**src/rtl/irq_exit_pkg.sv**
```systemverilog
package irq_exit_pkg;

    localparam int XLEN      = 32;
    localparam int NUM_LOADS = 18;
    localparam int STEP_W    = $clog2(NUM_LOADS);

    // bits kept from the live cause value (pending NMI, exception)
    localparam logic [XLEN-1:0] LIVE_KEEP = 32'h0300_0000;
    // cleared on regular exit: 29, 27, 26, 19:12
    localparam logic [XLEN-1:0] IRQ_CLEAR = 32'h2C0F_F000;
    // cleared on NMI exit: 30, 28, 26, 23:20, 15:12
    localparam logic [XLEN-1:0] NMI_CLEAR = 32'h54F0_F000;

    typedef enum logic [2:0] {
        ST_IDLE,
        ST_REQ,
        ST_WAIT,
        ST_SP,
        ST_STAT,
        ST_PC,
        ST_DONE
    } seq_state_e;

    typedef struct packed {
        logic       to_cause;
        logic [4:0] rd;
        logic [6:0] below;
    } slot_t;

    function automatic slot_t slot_of(input logic [STEP_W-1:0] step);
        slot_t s;
        int    k;
        k          = int'(step);
        s.to_cause = 1'b0;
        s.rd       = 5'd0;
        s.below    = 7'd0;
        if (k == 0) begin
            s.to_cause = 1'b1;
            s.below    = 7'd12;
        end else if (k == 1) begin
            s.rd    = 5'd8;
            s.below = 7'd8;
        end else if (k == 2) begin
            s.rd    = 5'd1;
            s.below = 7'd16;
        end else begin
            s.below = 7'(12 + 4 * k);
            if (k < 6)       s.rd = 5'(k + 2);
            else if (k < 14) s.rd = 5'(k + 4);
            else             s.rd = 5'(k + 14);
        end
        return s;
    endfunction

    typedef struct packed {
        seq_state_e        state;
        logic [STEP_W-1:0] step;
        logic [XLEN-1:0]   sp;
        logic              nmi_en;
        logic [XLEN-1:0]   live;
        logic [XLEN-1:0]   merged;
        logic              rf_we;
        logic [4:0]        rf_waddr;
        logic [XLEN-1:0]   rf_wdata;
        logic              cause_we;
        logic [XLEN-1:0]   cause_wdata;
        logic              irq_stat_we;
        logic              nmi_stat_we;
        logic              prev_ie;
        logic              prev_dt;
        logic [3:0]        prev_lvl;
        logic              mie;
        logic              pc_we;
        logic [XLEN-1:0]   pc_wdata;
        logic              done;
        logic              err;
    } seq_reg_t;

endpackage

```
**src/rtl/irq_exit_frame.sv**
```systemverilog
module irq_exit_frame
    import irq_exit_pkg::*;
(
    input  logic [STEP_W-1:0] step_i,
    input  logic [XLEN-1:0]   sp_i,
    output logic [XLEN-1:0]   addr_o,
    output logic              to_cause_o,
    output logic [4:0]        rd_o,
    output logic              last_o
);
    slot_t slot;

    always_comb begin
        slot       = slot_of(step_i);
        addr_o     = sp_i - XLEN'(slot.below);
        to_cause_o = slot.to_cause;
        rd_o       = slot.rd;
        last_o     = (int'(step_i) == NUM_LOADS - 1);
    end
endmodule

```
**src/rtl/irq_exit_cause_merge.sv**
```systemverilog
module irq_exit_cause_merge
    import irq_exit_pkg::*;
(
    input  logic [XLEN-1:0] stacked_i,
    input  logic [XLEN-1:0] live_i,
    output logic [XLEN-1:0] merged_o
);
    always_comb begin
        merged_o = (stacked_i & ~LIVE_KEEP) | (live_i & LIVE_KEEP);
    end
endmodule

```
**src/rtl/irq_exit_cause_unpack.sv**
```systemverilog
module irq_exit_cause_unpack
    import irq_exit_pkg::*;
(
    input  logic [XLEN-1:0] merged_i,
    input  logic            irq_path_i,
    output logic [XLEN-1:0] masked_o,
    output logic            prev_ie_o,
    output logic            prev_dt_o,
    output logic [3:0]      prev_lvl_o,
    output logic            mie_o
);
    always_comb begin
        if (irq_path_i) begin
            masked_o   = merged_i & ~IRQ_CLEAR;
            prev_ie_o  = merged_i[27];
            prev_dt_o  = merged_i[29];
            prev_lvl_o = merged_i[19:16];
            mie_o      = 1'b0;
        end else begin
            masked_o   = merged_i & ~NMI_CLEAR;
            prev_ie_o  = merged_i[28];
            prev_dt_o  = 1'b0;
            prev_lvl_o = merged_i[23:20];
            mie_o      = merged_i[28];
        end
    end
endmodule

```
**src/rtl/irq_exit_restore.sv**
```systemverilog
module irq_exit_restore
    import irq_exit_pkg::*;
#(
    parameter int FRAME_BYTES = 96
) (
    input  logic        clk,
    input  logic        rst_n,
    input  logic        start,
    input  logic [31:0] sp_in,
    input  logic        nmi_en_in,
    input  logic [31:0] cause_live_in,
    input  logic [31:0] epc_in,
    input  logic [31:0] nmi_epc_in,
    output logic        mem_req_valid,
    input  logic        mem_req_ready,
    output logic [31:0] mem_req_addr,
    input  logic        mem_rsp_valid,
    input  logic [31:0] mem_rsp_data,
    input  logic        mem_rsp_err,
    output logic        rf_we,
    output logic [4:0]  rf_waddr,
    output logic [31:0] rf_wdata,
    output logic        cause_we,
    output logic [31:0] cause_wdata,
    output logic        irq_stat_we,
    output logic        nmi_stat_we,
    output logic        prev_ie,
    output logic        prev_dt,
    output logic [3:0]  prev_lvl,
    output logic        mie_wdata,
    output logic        pc_we,
    output logic [31:0] pc_wdata,
    output logic        done,
    output logic        err
);
    localparam logic [XLEN-1:0] SP_BUMP = XLEN'(FRAME_BYTES);

    seq_reg_t q, d;

    logic [XLEN-1:0] slot_addr;
    logic            slot_cause;
    logic [4:0]      slot_rd;
    logic            slot_last;
    logic [XLEN-1:0] merged_now;
    logic [XLEN-1:0] masked_now;
    logic            f_ie, f_dt, f_mie;
    logic [3:0]      f_lvl;

    irq_exit_frame u_frame (
        .step_i     (q.step),
        .sp_i       (q.sp),
        .addr_o     (slot_addr),
        .to_cause_o (slot_cause),
        .rd_o       (slot_rd),
        .last_o     (slot_last)
    );

    irq_exit_cause_merge u_merge (
        .stacked_i (mem_rsp_data),
        .live_i    (q.live),
        .merged_o  (merged_now)
    );

    irq_exit_cause_unpack u_unpack (
        .merged_i   (q.merged),
        .irq_path_i (q.nmi_en),
        .masked_o   (masked_now),
        .prev_ie_o  (f_ie),
        .prev_dt_o  (f_dt),
        .prev_lvl_o (f_lvl),
        .mie_o      (f_mie)
    );

    always_comb begin
        d             = q;
        d.rf_we       = 1'b0;
        d.cause_we    = 1'b0;
        d.irq_stat_we = 1'b0;
        d.nmi_stat_we = 1'b0;
        d.pc_we       = 1'b0;
        d.done        = 1'b0;
        d.err         = 1'b0;
        unique case (q.state)
            ST_IDLE: begin
                if (start) begin
                    d.state  = ST_REQ;
                    d.step   = '0;
                    d.sp     = sp_in;
                    d.nmi_en = nmi_en_in;
                    d.live   = cause_live_in;
                end
            end
            ST_REQ: begin
                if (mem_req_ready) d.state = ST_WAIT;
            end
            ST_WAIT: begin
                if (mem_rsp_valid) begin
                    if (mem_rsp_err) begin
                        d.err   = 1'b1;
                        d.state = ST_IDLE;
                    end else begin
                        if (slot_cause) begin
                            d.cause_we    = 1'b1;
                            d.cause_wdata = merged_now;
                            d.merged      = merged_now;
                        end else begin
                            d.rf_we    = 1'b1;
                            d.rf_waddr = slot_rd;
                            d.rf_wdata = mem_rsp_data;
                        end
                        if (slot_last) begin
                            d.state = ST_SP;
                        end else begin
                            d.step  = q.step + 1'b1;
                            d.state = ST_REQ;
                        end
                    end
                end
            end
            ST_SP: begin
                d.rf_we    = 1'b1;
                d.rf_waddr = 5'd2;
                d.rf_wdata = q.sp + SP_BUMP;
                d.state    = ST_STAT;
            end
            ST_STAT: begin
                d.cause_we    = 1'b1;
                d.cause_wdata = masked_now;
                d.irq_stat_we = q.nmi_en;
                d.nmi_stat_we = ~q.nmi_en;
                d.prev_ie     = f_ie;
                d.prev_dt     = f_dt;
                d.prev_lvl    = f_lvl;
                d.mie         = f_mie;
                d.state       = ST_PC;
            end
            ST_PC: begin
                d.pc_we    = 1'b1;
                d.pc_wdata = q.nmi_en ? epc_in : nmi_epc_in;
                d.state    = ST_DONE;
            end
            ST_DONE: begin
                d.done  = 1'b1;
                d.state = ST_IDLE;
            end
            default: d.state = ST_IDLE;
        endcase
    end

    always_ff @(posedge clk) begin
        if (!rst_n) begin
            q       <= '0;
            q.state <= ST_IDLE;
        end else begin
            q <= d;
        end
    end

    assign mem_req_valid = (q.state == ST_REQ);
    assign mem_req_addr  = slot_addr;
    assign rf_we         = q.rf_we;
    assign rf_waddr      = q.rf_waddr;
    assign rf_wdata      = q.rf_wdata;
    assign cause_we      = q.cause_we;
    assign cause_wdata   = q.cause_wdata;
    assign irq_stat_we   = q.irq_stat_we;
    assign nmi_stat_we   = q.nmi_stat_we;
    assign prev_ie       = q.prev_ie;
    assign prev_dt       = q.prev_dt;
    assign prev_lvl      = q.prev_lvl;
    assign mie_wdata     = q.mie;
    assign pc_we         = q.pc_we;
    assign pc_wdata      = q.pc_wdata;
    assign done          = q.done;
    assign err           = q.err;

    assert_req_hold_R3 : assert property (@(posedge clk) disable iff (!rst_n)
        (mem_req_valid && !mem_req_ready) |=> (mem_req_valid && $stable(mem_req_addr)));

    assert_no_x0_R4 : assert property (@(posedge clk) disable iff (!rst_n)
        rf_we |-> (rf_waddr != 5'd0));

    assert_sp_before_stat_R6 : assert property (@(posedge clk) disable iff (!rst_n)
        (rf_we && rf_waddr == 5'd2) |=> (irq_stat_we || nmi_stat_we));

    assert_one_path_R9 : assert property (@(posedge clk) disable iff (!rst_n)
        $onehot0({irq_stat_we, nmi_stat_we}));

    assert_done_after_pc_R10 : assert property (@(posedge clk) disable iff (!rst_n)
        done |-> $past(pc_we));

    assert_err_quiet_R11 : assert property (@(posedge clk) disable iff (!rst_n)
        err |-> (!pc_we && !done && !mem_req_valid));

    assert_err_then_idle_R11 : assert property (@(posedge clk) disable iff (!rst_n)
        err |=> (!mem_req_valid && !rf_we && !pc_we));

endmodule

```
**config.mk**
```make
export PLATFORM = sky130hd
export DESIGN_NAME = irq_exit_restore
export DESIGN_NICKNAME = d
export VERILOG_FILES = /design/src/rtl/irq_exit_pkg.sv /design/src/rtl/irq_exit_frame.sv /design/src/rtl/irq_exit_cause_merge.sv /design/src/rtl/irq_exit_cause_unpack.sv /design/src/rtl/irq_exit_restore.sv
export SDC_FILE = /design/constraint.sdc
export NUM_CORES = 1
export LEC_CHECK = 0
export ABC_AREA = 1
export BUFFER_PORTS_ARGS = -buffer_cell sky130_fd_sc_hd__buf_2
export CORE_MARGIN = 10
export CORE_UTILIZATION = 50
export CTS_BUF_LIST = sky130_fd_sc_hd__clkbuf_4
export DETAILED_ROUTE_END_ITERATION = 10
export PLACE_DENSITY_LB_ADDON = 0.3
export SYNTH_ARGS = -nofsm -noshare
export SYNTH_HDL_FRONTEND = slang
export SYNTH_SLANG_ARGS = --single-unit
```
**constraint.sdc**
```tcl
create_clock -name clk -period 8.4 [get_ports clk]
set_clock_uncertainty 0.2 [all_clocks]
set_input_delay 1.68 -clock clk [delete_from_list [all_inputs] [get_ports clk]]
set_output_delay 1.68 -clock clk [all_outputs]
set_load 0.02 [all_outputs]
```
==> qor.yml, run 1 <==
clock_network:
  post_cts_buffers: 0
  clock_sinks: 185
  hold_buffers: 0
  clk_path_buf_depth: 2
  root_buffer: "clkbuf_4"
  cts_buffers: 17
  cts_resized: 0
  clk_pin_slew_ps: 160
  cts_tree: "done"
  htree_levels: 4
  clkLatencyLatePin_ps: 590
timing:
  final_max_slew_viol_count: 0
  grt_setup_unrepaired: "false"
  period_needed_ps: 5810
  timing.final.crit_share: 0.691
  tns_ps: 0
  hold_viol_final: 0
  max_freq_mhz: 172
  maxSlewHeadroom: 0.143
  worstMarginPinSlew_ps: 1280
  setup_viol: 0
cells_and_area:
  drive_gt1_frac: 0.205
  layout_common_cells: "nand2_1, buf_2, nor2_1"
  fin_cells: 1915
  layout_commonest_cell: "nand2_1"
  fillCellCount: 2012
  syn_to_final_growth_pct: 10.1
  nets: 1821
critical_path:
  r2r_slack_ps: 5210
  crit_path_start_kind: "flop"
  cp-startpoint: "q[215]$_SDFFE_PN0P_"
  path_class: "reg2out"
  r2r-start: "q[215]$_SDFFE_PN0P_"
  crit_path_max_fanout: 7
  cp-end-kind: "output pin"
  reg2regPathDepth: 8
  crit_required_ps: 6520
  worstPathArrival_ps: 3930
global_routing:
  grt_use_total: 0.243
  overflow: 0
  grt_pass1_wl_mm: 51.2
  grt_pass1_vias: 9330
  antenna_found_initial: 1
  grt_max_degree: 72
floorplanning:
  start_util: 0.511
  fp.dieArea_mm2: 0.0261
  io_pins: 315
  coreArea_mm2: 0.0196
  chipWidth_um: 162
  rows: 51
  die_h_um: 162
routing:
  drt_iter0_markers: 952
  finalWirelength_mm: 33.0
  post_drt_wl_per_cell_um: 17.2
  ant_nets: 0
  vias: 9914
  dr.pass1.iters: 6
  drc_errors: 0
  vias_per_cell: 5.18
yosys:
  syn_area_mm2: 0.0100
  yosysTopAreaCell: "dfxtp_1"
  synth_fp_nets: 1684
  yosys_warnings: 0
  synth_cell_types: 32
  yosysTopAreaCellShare: 0.370
  ys_seq_area_frac: 0.370
  yosys-top-cells-area: "dfxtp_1, nand2_1, buf_4, nor2_1, o21ai_0"
  synthCells: 1499
  postSynthAreaPerCell_um2: 6.68
  synth-seq-cells: 185
power_and_ir_drop:
  vdd_drop_max_uv: 127
  p_leak_nw: 5.20
  netSwitchingFraction: 0.388
  comb_power_share: 0.280
  clockPowerShare: 0.256
  power.density_mw_per_mm2: 191
  internal_power_w: 0.00129
  power_switching_w: 0.000816
  power_frac_seq: 0.464
outcome:
  status: "completed"
placed_design:
  dpl.cell_count: 1882
  dpl.hpwl_mm: 24.7
  portBuffers: 284
  gp_congestion: 0.939
worst_hold_path:
  holdCritStartpoint: "q[124]$_SDFFE_PN0P_"
  hold_class: "reg2reg"
  min_path_cells: 2
job:
  max_cap_violations: 0
## power groups by stage
stage / logic (W) / registers [W] / clock network [W]
after global routing: 0.000661 / 0.000981 / 0.000583
after global placement: 0.000582 / 0.000991 / 0
after floorplan: 0.000420 / 0.000967 / 0
after CTS: 0.000588 / 0.000973 / 0.000546
after detailed placement: 0.000583 / 0.000991 / 0
final: 0.000589 / 0.000976 / 0.000538
## path summary, 6_finish.rpt
check	endpoint
setup / recovery	mem_req_addr[16]
hold / removal	cause_wdata[9]$_SDFFE_PN0P_
setup reg to reg	rf_wdata[6]$_SDFFE_PN0P_
hold reg to reg	cause_wdata[9]$_SDFFE_PN0P_
## critical path, cell delays in order (launching register included)
cell and delay [ps]:
dfxtp_1 540, inv_1 170, ha_1 280, nand3_1 240, inv_1 90, nor2_1 290, nand3_1 140, ha_1 350
a21oi_1 180, nand2_1 100, nand2_1 70, nand2_1 140, nor2_1 310, nand2_1 110, xor2_1 150, buf_2 190
## cell usage after synthesis (all sizes together)
master    n
a21oi    85
a31oi    67
buf     135
clkbuf   37
clkinv    3
dfxtp   185
fa        1
ha       17
inv     108
nand2   436
nand3    65
nand3b    2
nand4     4
nor2    198
nor3     13
nor4      1
o211ai    3
o21a      8
o21ai   104
o31ai     1
xnor2     1
xor2     25
## metal layers
layer / vias to the layer above / track usage / share of wire
met1: 4456 / 0.320 / 0.44
met4: 0 / 0.0806 / 0.025
li1: 4991 / - / -
met5: - / 0 / 0
met3: 48 / 0.0638 / 0.090
met2: 419 / 0.378 / 0.44
## sequential cells by signal (all words and copies together), names as in the netlist
register,count
pc_wdata,32
rf_wdata,32
cause_wdata,32
rf_waddr,5
prev_ie,1
pc_we,1
irq_stat_we,1
prev_lvl,4
q,70
err,1
mie_wdata,1
rf_we,1
done,1
cause_we,1
prev_dt,1
nmi_stat_we,1
## cell type report
cell class | count | area, um^2 | area share
well taps | 265 | 332 | 0.0301
inverters | 111 | 417 | 0.0378
multi-input cells | 1031 | 4780 | 0.434
flip-flops and latches | 185 | 3700 | 0.336
diodes | 1 | 2.50 | 0.000227
clock buffers | 17 | 128 | 0.0116
clock inverters | 15 | 189 | 0.0171
repair buffers | 290 | 1470 | 0.133
## cells by family after synthesis
| group | Yosys count | synth area share |
|---|---|---|
| and+or+nand+nor | 719 | 0.286 |
| buffers and inverters | 283 | 0.153 |
| adders and majority gates | 18 | 0.0232 |
| xor gates and xnor gates | 26 | 0.0227 |
| AOI/OAI and AO/OA | 268 | 0.145 |
| DFF | 185 | 0.370 |
## through the flow
step / setup slack, ps / total power (W) / instance area (um^2) / hold slack, ps / utilization
2_1_floorplan: 3740 / 0.00139 / 10000 / 240 / -
3_3_place_gp: 3240 / 0.00157 / 10700 / 246 / 0.546
3_5_place_dp: 3240 / 0.00157 / 10700 / 252 / 0.546
4_1_cts: 2580 / 0.00211 / 11000 / 272 / 0.563
5_1_grt: 2180 / 0.00222 / 11000 / 295 / 0.563
6_report: 2590 / 0.00210 / 11000 / 264 / 0.563
Note: power is estimated with default switching activity, not from simulation.
==> inputs of run 2 (changes only) <==
--- a/config.mk
+++ b/config.mk
@@ -8,7 +8,7 @@
 export ABC_AREA = 1
 export BUFFER_PORTS_ARGS = -buffer_cell sky130_fd_sc_hd__buf_2
 export CORE_MARGIN = 10
-export CORE_UTILIZATION = 50
+export CORE_UTILIZATION = 48
 export CTS_BUF_LIST = sky130_fd_sc_hd__clkbuf_4
 export DETAILED_ROUTE_END_ITERATION = 10
 export PLACE_DENSITY_LB_ADDON = 0.3
==> constraint.sdc (replaced) <==
create_clock -name clk -period 4.81 [get_ports clk]
set_clock_uncertainty 0.2 [all_clocks]
set_input_delay 0.962 -clock clk [delete_from_list [all_inputs] [get_ports clk]]
set_output_delay 0.962 -clock clk [all_outputs]
set_load 0.02 [all_outputs]
==> run 2 against run 1 <==
Net effect:
- sequential power increased by 74%
- via count decreased by 0.13%
- register-to-register slack lost 3300 ps
- cell count up 0.73%
- power is 74% higher
- sequential share of layout area fell by 0.28 points
- die area grew 3.6%
- combinational power increased by 80%
- first-iteration DRC count decreased by 5.4%
- clock-buffer cell count unchanged
- design area rose by 1.0%
- critical path type unchanged
- largest power group unchanged
- highest routed layer unchanged
==> qor.yml, run 2 (synthesis gave the netlist of run 1 again) <==
routing:
  post_drt_wl_per_cell_um: 17.4  # +0.94%
  drt_iter0_markers: 901  # -5.4%
  vias_per_cell: 5.13  # -0.86%
  ant_nets: 0  # unchanged
  dr.pass1.iters: 6  # unchanged
  drc_errors: 0  # unchanged
  vias: 9901  # -0.13%
  finalWirelength_mm: 33.5  # +1.7%
timing:
  grt_setup_unrepaired: "false"
  final_max_slew_viol_count: 0  # unchanged
  max_freq_mhz: 221
  setup_viol: 0  # unchanged
  hold_slack_ps: 274  # +10.3 ps
  hold_viol_final: 0  # unchanged
  worstMarginPinSlew_ps: 1250  # -31.2 ps
  period_needed_ps: 4520
  worst_slack_ps: 291  # -2300 ps
  tns_ps: 0  # unchanged
  maxSlewHeadroom: 0.164  # +0.0209
  timing.final.crit_share: 0.940
placed_design:
  dpl.hpwl_mm: 25.2  # +1.8%
  pre_cts_ws_ps: 585  # -2660 ps
  portBuffers: 284  # unchanged
  gp_congestion: 0.929  # -1.2%
critical_path:
  critical_path.top_delay_family: "simple AND/OR/NAND/NOR gates"
  cp-end-kind: "output pin"
  crit_path_start_kind: "flop"
  path_class: "reg2out"
  crit_required_ps: 3650  # -2870 ps
  slowest_stage: "fa_1"
  r2r-start: "q[215]$_SDFFE_PN0P_"
  crit_path_frequent_cell: "nand2_1"
  path_cells: "clkinvlp_4 > ha_1 > nand3_1 > nand2_1 > inv_1 > nand2_1 > fa_1 > nand3b_1 > nand2_1 > nand2_1 > nand2_4 > nor2_2 > nand2_1 > xor2_1 > buf_2"
  cp-startpoint: "q[213]$_SDFFE_PN0P_"
  cpPeakStageDelay_ps: 440  # -100 ps
  worstPathArrival_ps: 3360  # -570 ps
  crit_path_max_fanout: 6  # -1
  crit_buf_inv: 3  # unchanged
global_routing:
  grt_pass1_wl_mm: 51.3  # +0.15%
  antenna_found_initial: 2  # +1
  grt_use_total: 0.238  # -0.00535
  grt_pass1_vias: 9192  # -1.5%
  overflow: 0  # unchanged
  grt_max_degree: 73  # +1.4%
power_and_ir_drop:
  vdd_drop_max_uv: 313  # +150%
  p_leak_nw: 5.25  # +0.84%
  power.density_mw_per_mm2: 329  # +72%
floorplanning:
  io_pins: 315  # unchanged
  rows: 52  # +2.0%
  die_h_um: 164  # +1.8%
  coreArea_mm2: 0.0204  # +4.0%
  start_util: 0.492  # -0.0194
  chipWidth_um: 164  # +1.8%
  fp.dieArea_mm2: 0.0270  # +3.6%
cells_and_area:
  nets: 1829  # +0.44%
  drive_gt1_frac: 0.217  # +0.0117
  largest_reg_flops: 70  # unchanged
  syn_to_final_growth_pct: 11.2
  layout_common_cells: "nand2_1, buf_2, nor2_1"
  regArea_mm2: 0.00371  # +0.20%
  fillCellCount: 2073  # +3.0%
  layout_commonest_cell: "nand2_1"
  final_util: 0.547  # -0.0158
  multi_input_area_mm2: 0.00483  # +1.0%
  top_register: "q"
clock_network:
  cts_buffers: 17  # unchanged
  htree_levels: 4  # unchanged
  clk_path_buf_depth: 2  # unchanged
  clk_pin_slew_ps: 170  # about the same
  hold_buffers: 0  # unchanged
  root_buffer: "clkbuf_4"
  clkLatencyLatePin_ps: 580  # about the same
  clock_sinks: 185  # unchanged
  cts_tree: "done"
job:
  max_cap_violations: 0  # unchanged
outcome:
  status: "completed"
worst_hold_path:
  holdCritStartpoint: "cause_wdata[14]$_SDFFE_PN0P_"
  hold_class: "reg2reg"
run 2: changes by cell type in the layout (fill, tap and decap cells not counted), moves of 2 or more:
cell / delta
buf_4: +8
nor2_1: -5
nor2_2: +3
bufinv_16: -2
clkinv_8: +2
dfxtp_1: -2
dfxtp_4: +2
inv_1: -2
nand2_1: -2
nor2_4: +2
run 2: final timing paths:
| kind | end | slack, ps | depth (start not counted) |
|---|---|---|---|
| setup / recovery | mem_req_addr[28] | 290 | 15 |
| hold / removal | cause_wdata[14]$_SDFFE_PN0P_ | 270 | 2 |
| setup reg to reg | cause_wdata[25]$_SDFFE_PN0P_ | 1910 | 10 |
| hold reg to reg | cause_wdata[14]$_SDFFE_PN0P_ | 270 | 2 |
run 2: power breakdown:
part           total (W)  switching (W)  internal (W)
Clock           0.000899       0.000652      0.000248
Sequential       0.00170      0.0000988       0.00160
Combinational    0.00106       0.000734      0.000327
run 2: layout make-up:
type	instances	share of cell area
multi-input cells	1031	0.434
clock buffers	17	0.0115
clock inverters	15	0.0156
well taps	270	0.0303
repair buffers	298	0.137
diodes	2	0.000449
flip-flops and latches	185	0.333
inverters	111	0.0377
run 2: metrics by stage:
step,std cells,area (um^2),power [W]
5_1_grt,1929,11100,0.00388
6_report,1929,11100,0.00366
3_3_place_gp,1892,10700,0.00276
2_1_floorplan,1499,10000,0.00242
4_1_cts,1924,11100,0.00366
3_5_place_dp,1892,10700,0.00276
run 2: timing repair:
action | in CTS | in global routing
setup buffers | 0 | 3
gates resized for setup | 3 | 16
setup endpoints to repair | 7 | 22
run 2: routing by layer:
metal  global-route usage  up-vias  share of wire
li1                     -     4993              -
met4               0.0652        0          0.020
met5                    0        -              0
met3               0.0488       44          0.077
met2                0.374      368           0.46
met1                0.323     4496           0.44
run 2: tightest hold or removal path: stages, from the launching register on:
cell and delay [ps]:
dfxtp_1 350, nand2_1 60, a21oi_1 50
==> inputs of run 3 (changes only) <==
--- a/config.mk
+++ b/config.mk
@@ -6,7 +6,7 @@
 export NUM_CORES = 1
 export LEC_CHECK = 0
 export ABC_AREA = 1
-export BUFFER_PORTS_ARGS = -buffer_cell sky130_fd_sc_hd__buf_2
+export BUFFER_PORTS_ARGS = -buffer_cell sky130_fd_sc_hd__buf_4
 export CORE_MARGIN = 10
 export CORE_UTILIZATION = 48
 export CTS_BUF_LIST = sky130_fd_sc_hd__clkbuf_4
==> run 3 against run 2 <==
Net effect:
- non-clock buffer count decreased by 3
- sequential share of layout area decreased by 2.0 points
- critical path type unchanged
- global-route usage increased by 0.25 points
- power increased by 3.1%
- clock-buffer cell count unchanged
- die area unchanged
- largest cell class unchanged
- sequential power about the same
- register-to-register slack got worse by 100 ps
- via count increased by 0.35%
==> qor.yml, run 3 (synthesis gave the netlist of run 1 again) <==
global_routing:
  grt_pass1_wl_mm: 51.7  # +0.78%
  overflow: 0  # unchanged
  grt_max_degree: 93  # +27%
  antenna_found_initial: 2  # unchanged
  grt_use_total: 0.240  # +0.00250
  grt_pass1_vias: 9297  # +1.1%
critical_path:
  critical_path.top_delay_family: "simple AND/OR/NAND/NOR gates"
  crit_required_ps: 3650  # about the same
  reg2regPathDepth: 10  # unchanged
  cpPeakStageDelay_ps: 410  # -30 ps
  cp.depth: 15  # unchanged
  crit_buf_inv: 2  # -1
  r2r-start: "q[214]$_SDFFE_PN0P_"
  crit_path_start_kind: "flop"
  path_cells: "inv_1 > ha_2 > nand3_2 > nand3_1 > nand2_1 > ha_1 > fa_1 > nand3b_1 > nand2_1 > nand2_1 > nand2_2 > nor2_2 > nand2_1 > xor2_1 > buf_4"
  cp-end-kind: "output pin"
  crit_path_frequent_cell: "nand2_1"
  cp-startpoint: "q[214]$_SDFFE_PN0P_"
  crit_path_max_fanout: 5  # -1
  worstPathArrival_ps: 3400  # +40 ps
  slowest_stage: "fa_1"
  path_class: "reg2out"
placed_design:
  portBuffers: 284  # unchanged
  gp_congestion: 0.922  # -0.66%
  dpl.hpwl_mm: 25.6  # +1.9%
  pre_cts_ws_ps: 594  # +8.76 ps
  dpl.cell_count: 1889  # -0.16%
  placed_area_mm2: 0.0114  # +6.4%
clock_network:
  clk_path_buf_depth: 2  # unchanged
  htree_levels: 4  # unchanged
  root_buffer: "clkbuf_4"
  cts_buffers: 17  # unchanged
  cts_tree: "done"
  clkLatencyLatePin_ps: 580  # about the same
  clk_pin_slew_ps: 170  # about the same
  clock_sinks: 185  # unchanged
  hold_buffers: 0  # unchanged
floorplanning:
  coreArea_mm2: 0.0204  # unchanged
  die_h_um: 164  # unchanged
  rows: 52  # unchanged
  io_pins: 315  # unchanged
  fp.dieArea_mm2: 0.0270  # unchanged
  chipWidth_um: 164  # unchanged
  start_util: 0.492  # unchanged
power_and_ir_drop:
  p_total_w: 0.00378  # +3.1%
  internal_power_w: 0.00230  # +5.7%
  clockPowerShare: 0.245  # about the same
  power.density_mw_per_mm2: 319  # -2.9%
  p_leak_nw: 5.35  # +2.0%
  power_frac_seq: 0.451  # -0.014
  comb_power_share: 0.304  # +0.014
  netSwitchingFraction: 0.390  # -0.0151
  power_switching_w: 0.00147  # -0.76%
  vdd_drop_max_uv: 216  # -31%
timing:
  hold_viol_final: 0  # unchanged
  worst_slack_ps: 245  # -45.9 ps
  worstMarginPinSlew_ps: 1310  # +57.2 ps
  grt_setup_unrepaired: "true"
  setup_viol: 0  # unchanged
  hold_slack_ps: 267  # -7.03 ps
  period_needed_ps: 4570  # +45.9 ps
  timing.final.crit_share: 0.949  # +0.00955
  final_max_slew_viol_count: 0  # unchanged
  maxSlewHeadroom: 0.126  # -0.0382
  max_freq_mhz: 219  # -1.0%
routing:
  finalWirelength_mm: 34.2  # +2.0%
  drt_iter0_markers: 936  # +3.9%
  vias_per_cell: 5.16  # +0.51%
  post_drt_wl_per_cell_um: 17.8  # +2.2%
  vias: 9936  # +0.35%
  drc_errors: 0  # unchanged
  ant_nets: 0  # unchanged
  dr.pass1.iters: 7  # +1
cells_and_area:
  layout_commonest_cell: "nand2_1"
  nets: 1826  # -0.16%
  syn_to_final_growth_pct: 18.1
  final_area_mm2: 0.0118  # +6.2%
  layout_common_cells: "nand2_1, buf_4, nor2_1"
  largest_reg_flops: 70  # unchanged
  top_register: "q"
  fin_cells: 1926  # -0.16%
  drive_gt1_frac: 0.215  # -0.00142
outcome:
  status: "completed"
job:
  max_cap_violations: 0  # unchanged
worst_hold_path:
  hold_class: "reg2reg"
  holdCritStartpoint: "q[126]$_SDFFE_PN0P_"
  min_path_cells: 2  # unchanged
==> run 3: path summary, 6_finish.rpt <==
path | to | slack [ps]
worst max-delay path | mem_req_addr[28] | 240
worst max register to register | cause_wdata[16]$_SDFFE_PN0P_ | 1810
worst min-delay path | cause_wdata[11]$_SDFFE_PN0P_ | 270
worst min register to register | cause_wdata[11]$_SDFFE_PN0P_ | 270
==> run 3: final cells by class <==
class / instances / area [um^2]
Clock buffer: 17 / 128
Tap cell: 270 / 338
Inverter: 111 / 420
Sequential cell: 185 / 3710
Antenna cell: 2 / 5.00
Multi-Input combinational cell: 1031 / 4830
Clock inverter: 15 / 186
Fill cell: 2020 / 8540
Timing Repair Buffer: 295 / 2210
==> run 3: per-layer routing <==
| layer | part of all wire | GRT usage | vias to the layer above |
|---|---|---|---|
| li1 | - | - | 5001 |
| met2 | 0.46 | 0.385 | 363 |
| met1 | 0.44 | 0.316 | 4533 |
| met4 | 0.020 | 0.0757 | 0 |
| met3 | 0.074 | 0.0515 | 39 |
| met5 | 0 | 0 | - |
==> run 3: stage by stage <==
step / setup TNS, ps / util
3_3_place_gp: 0 / 0.562
2_1_floorplan: 0 / -
3_5_place_dp: 0 / 0.562
6_report: 0 / 0.581
5_1_grt: -130 / 0.581
4_1_cts: 0 / 0.577
==> run 3: worst register-to-register path: stages, from the launching register on <==
cell and delay (ps):
dfxtp_1 370, inv_1 160, ha_2 280, nand3_2 140, nor2_1 120, nand2_1 80, buf_4 250, nand2_2 210
clkinv_1 690, nand2_1 270, a31oi_1 100
==> run 3: timing repair <==
item	CTS	global route
setup endpoints to repair	3	22
pin swaps	0	1
gates resized for setup	3	14
cloned	0	0
buffers inserted	0	3
==> run 3: power groups by stage <==
stage	registers [W]	logic [W]	clock network [W]
floorplan	0.00169	0.000734	0
global placement	0.00173	0.00111	0
detailed placement	0.00173	0.00112	0
CTS	0.00170	0.00113	0.000946
global route	0.00171	0.00127	0.000996
finish	0.00170	0.00115	0.000924
